**src/rtl/spacer_pkg.sv**
```systemverilog
package spacer_pkg;

  typedef enum logic {
    DIR_RD = 1'b0,
    DIR_WR = 1'b1
  } bus_dir_e;

  typedef struct packed {
    logic r2w;
    logic w2r;
    logic r2r;
    logic half_cas;
  } ta_cfg_t;

endpackage

```
**src/rtl/sp_cfg_regs.sv**
```systemverilog
module sp_cfg_regs
  import spacer_pkg::*;
(
  input  logic    clk,
  input  logic    rst_n,
  input  logic    we,
  input  ta_cfg_t wdata,
  output ta_cfg_t cfg
);

  ta_cfg_t cfg_d;
  ta_cfg_t cfg_q;

  always_comb begin
    cfg_d = cfg_q;
    if (we) cfg_d = wdata;
  end

  always_ff @(posedge clk or negedge rst_n) begin
    if (!rst_n) begin
      cfg_q.r2w      <= 1'b0;
      cfg_q.w2r      <= 1'b1;
      cfg_q.r2r      <= 1'b0;
      cfg_q.half_cas <= 1'b0;
    end else begin
      cfg_q <= cfg_d;
    end
  end

  assign cfg = cfg_q;

endmodule

```
**src/rtl/sp_bus_history.sv**
```systemverilog
module sp_bus_history
  import spacer_pkg::*;
#(
  parameter int RANK_W = 2
) (
  input  logic              clk,
  input  logic              rst_n,
  input  logic              issue,
  input  bus_dir_e          cur_dir,
  input  logic [RANK_W-1:0] cur_rank,
  output logic              hist_valid,
  output bus_dir_e          prev_dir,
  output logic [RANK_W-1:0] prev_rank
);

  logic              valid_d, valid_q;
  bus_dir_e          dir_d, dir_q;
  logic [RANK_W-1:0] rank_d, rank_q;

  always_comb begin
    valid_d = valid_q;
    dir_d   = dir_q;
    rank_d  = rank_q;
    if (issue) begin
      valid_d = 1'b1;
      dir_d   = cur_dir;
      rank_d  = cur_rank;
    end
  end

  always_ff @(posedge clk or negedge rst_n) begin
    if (!rst_n) begin
      valid_q <= 1'b0;
      dir_q   <= DIR_RD;
      rank_q  <= '0;
    end else begin
      valid_q <= valid_d;
      dir_q   <= dir_d;
      rank_q  <= rank_d;
    end
  end

  assign hist_valid = valid_q;
  assign prev_dir   = dir_q;
  assign prev_rank  = rank_q;

endmodule

```
**src/rtl/sp_burst_timer.sv**
```systemverilog
module sp_burst_timer #(
  parameter int BURST_CYC = 4
) (
  input  logic clk,
  input  logic rst_n,
  input  logic issue,
  output logic base_ok,
  output logic extra_ok
);

  localparam int CNT_W = $clog2(BURST_CYC + 2);
  localparam logic [CNT_W-1:0] LOAD_VAL = CNT_W'(BURST_CYC);

  logic [CNT_W-1:0] cnt_d, cnt_q;

  // Loaded at issue; reads BURST_CYC+1-k in the k-th cycle after the issue.
  always_comb begin
    if (issue)              cnt_d = LOAD_VAL;
    else if (cnt_q != '0)   cnt_d = cnt_q - 1'b1;
    else                    cnt_d = cnt_q;
  end

  always_ff @(posedge clk or negedge rst_n) begin
    if (!rst_n) cnt_q <= '0;
    else        cnt_q <= cnt_d;
  end

  assign base_ok  = (cnt_q <= CNT_W'(1));
  assign extra_ok = (cnt_q == '0);

endmodule

```
**src/rtl/sp_gap_rule.sv**
```systemverilog
module sp_gap_rule
  import spacer_pkg::*;
#(
  parameter int RANK_W = 2
) (
  input  ta_cfg_t           cfg,
  input  logic              hist_valid,
  input  bus_dir_e          prev_dir,
  input  logic [RANK_W-1:0] prev_rank,
  input  bus_dir_e          cur_dir,
  input  logic [RANK_W-1:0] cur_rank,
  output logic              need_extra
);

  logic rank_change;
  logic rd_to_wr, wr_to_rd, rd_to_rd;

  always_comb begin
    rank_change = (prev_rank != cur_rank);
    rd_to_wr = (prev_dir == DIR_RD) && (cur_dir == DIR_WR);
    wr_to_rd = (prev_dir == DIR_WR) && (cur_dir == DIR_RD);
    rd_to_rd = (prev_dir == DIR_RD) && (cur_dir == DIR_RD);
    need_extra = 1'b0;
    if (hist_valid) begin
      if (rd_to_wr && (cfg.r2w || cfg.half_cas))  need_extra = 1'b1;
      if (wr_to_rd && rank_change && cfg.w2r)     need_extra = 1'b1;
      if (rd_to_rd && rank_change && cfg.r2r)     need_extra = 1'b1;
    end
  end

endmodule

```
**src/rtl/ddr_turnaround_spacer.sv**
```systemverilog
module ddr_turnaround_spacer
  import spacer_pkg::*;
#(
  parameter int BURST_CYC = 4,
  parameter int RANK_W    = 2,
  parameter int ADDR_W    = 16
) (
  input  logic              clk,
  input  logic              rst_n,
  input  logic              cfg_we,
  input  logic              cfg_r2w_idle,
  input  logic              cfg_w2r_idle,
  input  logic              cfg_r2r_idle,
  input  logic              cfg_half_cas,
  input  logic              in_valid,
  output logic              in_ready,
  input  logic              in_is_wr,
  input  logic [RANK_W-1:0] in_rank,
  input  logic [ADDR_W-1:0] in_addr,
  output logic              out_valid,
  input  logic              out_ready,
  output logic              out_is_wr,
  output logic [RANK_W-1:0] out_rank,
  output logic [ADDR_W-1:0] out_addr
);

  ta_cfg_t           cfg_wdata, cfg;
  logic              hist_valid;
  bus_dir_e          prev_dir, cur_dir;
  logic [RANK_W-1:0] prev_rank;
  logic              need_extra, base_ok, extra_ok, gap_ok, issue;

  assign cfg_wdata = '{r2w: cfg_r2w_idle, w2r: cfg_w2r_idle,
                       r2r: cfg_r2r_idle, half_cas: cfg_half_cas};
  assign cur_dir   = bus_dir_e'(in_is_wr);

  sp_cfg_regs u_cfg (
    .clk(clk), .rst_n(rst_n), .we(cfg_we), .wdata(cfg_wdata), .cfg(cfg)
  );

  sp_bus_history #(.RANK_W(RANK_W)) u_hist (
    .clk(clk), .rst_n(rst_n), .issue(issue),
    .cur_dir(cur_dir), .cur_rank(in_rank),
    .hist_valid(hist_valid), .prev_dir(prev_dir), .prev_rank(prev_rank)
  );

  sp_gap_rule #(.RANK_W(RANK_W)) u_rule (
    .cfg(cfg), .hist_valid(hist_valid),
    .prev_dir(prev_dir), .prev_rank(prev_rank),
    .cur_dir(cur_dir), .cur_rank(in_rank),
    .need_extra(need_extra)
  );

  sp_burst_timer #(.BURST_CYC(BURST_CYC)) u_timer (
    .clk(clk), .rst_n(rst_n), .issue(issue),
    .base_ok(base_ok), .extra_ok(extra_ok)
  );

  assign gap_ok    = need_extra ? extra_ok : base_ok;
  assign in_ready  = out_ready && gap_ok;
  assign out_valid = in_valid && gap_ok;
  assign issue     = in_valid && in_ready;
  assign out_is_wr = in_is_wr;
  assign out_rank  = in_rank;
  assign out_addr  = in_addr;

endmodule

```
**config.mk**
```make
export PLATFORM = sky130hd
export DESIGN_NAME = ddr_turnaround_spacer
export DESIGN_NICKNAME = d
export VERILOG_FILES = /design/src/rtl/spacer_pkg.sv /design/src/rtl/sp_cfg_regs.sv /design/src/rtl/sp_bus_history.sv /design/src/rtl/sp_burst_timer.sv /design/src/rtl/sp_gap_rule.sv /design/src/rtl/ddr_turnaround_spacer.sv
export SDC_FILE = /design/constraint.sdc
export NUM_CORES = 1
export LEC_CHECK = 0
export BUFFER_PORTS_ARGS = -buffer_cell sky130_fd_sc_hd__buf_2
export CORE_MARGIN = 2
export CORE_UTILIZATION = 41
export DETAILED_ROUTE_END_ITERATION = 10
export GPL_ROUTABILITY_DRIVEN = 0
export MAX_ROUTING_LAYER = met4
export PLACE_DENSITY = 0.81
export SLEW_MARGIN = 20
export SYNTH_ARGS = -nofsm -noshare
export SYNTH_HDL_FRONTEND = slang
export SYNTH_SLANG_ARGS = --single-unit
```
**constraint.sdc**
```tcl
create_clock -name clk -period 2.6 [get_ports clk]
set_input_delay 0.52 -clock clk [delete_from_list [all_inputs] [get_ports clk]]
set_output_delay 0.52 -clock clk [all_outputs]
set_load 0.005 [all_outputs]
```
==> impl_metrics.ini <==
[cts]
cts_max_level = 1
cts_tree = done
cts_setup_buffers = 0
clk_latency_ns = 0.27
cts.sinks = 11
cts-hold-fix-buffers = 0
clkTransAtPathRegs_ns = 0.07
cts.path.max_buffers = 2
cts-resized-gates = 0
cts_buffers = 3
cts_root_buf = clkbuf_4

[yosys]
synthMuxAreaShare_pct = 16.47
synth_top_family_by_area = buffers and inverters
ys_seq_area_share_pct = 37.14
synth_xor_area_share_pct = 3.529
synth_most_common_cell = buf_4
ys_ff_latch = 11
synth_nets = 98
synth_common_cells = buf_4, dfrtp_1, nor2b_1, nor2_1, mux2_2
synth_compound_area_share_pct = 7.059
yosysWarnings = 0
synth_edf_count = 0
syn_area_per_cell_um2 = 11.11
yosysUniqueCellTypes = 19
yosys_most_used_dff = dfrtp_1
synth_top_area_share_pct = 33.61
synth_area_leaders = dfrtp_1, buf_4, mux2_2
synth_adder_area_share_pct = 5.042
yosys.area_share.simple_pct = 10.59
syn_area_um2 = 744.5
postSynthCellCount = 67
async_flop_share_pct = 100.0
yosysTopAreaCell = dfrtp_1

[global_routing]
globalRouteOverflowTotal = 0
grtUsageTotal_pct = 12.96
grt_max_degree = 12
grt_pass1_vias = 420
grt_pass1_wl_um = 1849
grt_antenna_before_repair = 0

[worst_setup_path]
required_ns = 2.08
timing.rr.end = u_hist.prev_dir$_DFFE_PN0P_
rrSetupSlack_ns = 0.63
worstSetupPathType = reg2out
start_kind = flop
cp_max_fo = 5
end_kind = output pin
r2r-start = u_timer.cnt_q[0]$_DFFE_PN0P_
cp.arrival_ns = 1.75
r2r_cells = 6

[detailed_routing]
dr.pass1.iters = 4
drtIter0Drc = 4
vias_per_cell = 4.645
ant_nets = 0
drc_errors = 0
num_vias = 432
wirelength_um = 1162
routedWlPerCell_um = 12.49

[die]
die_h_um = 46.61
io_pins = 49
core-area_um2 = 1708
die_width_um = 46.61
die-area_um2 = 2172
start_util_pct = 43.59
num_rows = 15

[final_layout]
multi_input_area_um2 = 317.8
nets = 100
area_delta_synth_final_pct = -0.6723
drive_gt1_share_pct = 45.59
diodes = 0
final_area_um2 = 739.5
fillCellCount = 175
regArea_um2 = 276.5

[timing]
relSlewSlack_pct = 75.25
fin_setup_tns_ns = 0
worstMarginPinSlew_ns = 0.3705
setup_ws_ns = 0.3323
finalSetupViolCount = 0
fmax_mhz = 441.0
period_share_pct = 87.22
skew_ns = 0.003546
drv_slew = 0
rsz0062_at_grt = no
period_needed_ns = 2.268
holdWs_ns = 0.1038
hold_viol = 0

[placed_design]
placed_cell_area_um2 = 713.2
dp_hpwl_um = 901.9
place_ws_ns = 0.4570
io_buffers = 16

[outcome]
status = finished clean

[power]
leakage_uw = 0.0003413
peakVddDrop_v = 0.0004826
power_density_nw_per_um2 = 996.6

[hold_path]
holdCritPathClass = in2async

[job]
maxCapViolations = 0
layout make-up:
class	count	share of cell area, %
clock buffers	4	3.553
inverters	2	1.015
multi-input cells	35	42.98
flip-flops and latches	11	37.39
well taps	25	4.230
repair buffers	16	10.83
cells in the final DEF (no fill, tap or decap), drive strengths merged, types with 2 or more instances in the layout:
cell type,netlist,routed
nor2,5,5
mux2i,2,2
dfrtp,10,10
buf,19,16
ha,3,3
clkbuf,0,4
nor2b,6,6
xnor2,3,3
a21oi,3,3
mux2,7,7
inv,2,2
registers in the layout (all words and copies together) (netlist names):
| signal | flops |
|---|---|
| u_hist.prev_dir | 1 |
| u_timer.cnt_q | 3 |
| u_cfg.cfg | 4 |
| u_hist.hist_valid | 1 |
| u_hist.prev_rank | 2 |
cells by family after synthesis:
| logic type | after synthesis |
|---|---|
| AOI/OAI and AO/OA | 6 |
| xor gates and xnor gates | 3 |
| adders and majority gates | 3 |
| buffers and inverters | 21 |
| DFF | 11 |
| muxes | 9 |
| and+or+nand+nor | 14 |
per-layer routing:
| metal | part of all wire [%] | routed length [µm] | track usage [%] | up-vias |
|---|---|---|---|---|
| met5 | 0 | 0 | - | - |
| met4 | 1.2 | 14 | 5.556 | 0 |
| met3 | 12 | 135 | 7.451 | 3 |
| met2 | 42 | 493 | 16.67 | 18 |
| met1 | 45 | 518 | 16.35 | 204 |
| li1 | - | - | - | 207 |
power by group:
part	switching (µW)	internal (µW)	total (µW)	leakage (µW)
logic	150	195	344	0.000200
registers	39.2	235	274	0.000127
clock network	58.5	59.5	118	0.0000150
total	247	489	737	0.000341
stage by stage:
stage                     power (µW)  cells  util, %
after floorplan                574.6     67        -
after global placement         612.5     89    41.76
after detailed placement       623.5     89    41.76
after CTS                      745.3     93    43.30
after global routing           796.1     93    43.30
final                          736.9     93    43.30
critical path, stage by stage, from the launching register on:
cell	delay, ns
dfrtp_1	0.38
inv_1	0.13
ha_1	0.18
nor2b_1	0.34
mux2i_1	0.17
nor2b_1	0.15
buf_2	0.12
worst max-delay path by stage:
stage                                  from        end  slack, ns  cells after the start
2_1_floorplan                    in_rank[0]   in_ready       0.78                      5
3_3_place_gp                     in_rank[0]   in_ready       0.51                      7
3_5_place_dp                     in_rank[0]  out_valid       0.46                      7
4_1_cts        u_timer.cnt_q[0]$_DFFE_PN0P_  out_valid       0.33                      6
5_1_grt        u_timer.cnt_q[0]$_DFFE_PN0P_   in_ready       0.18                      6
6_report       u_timer.cnt_q[0]$_DFFE_PN0P_  out_valid       0.33                      6
(Power assumes the default switching activity.)
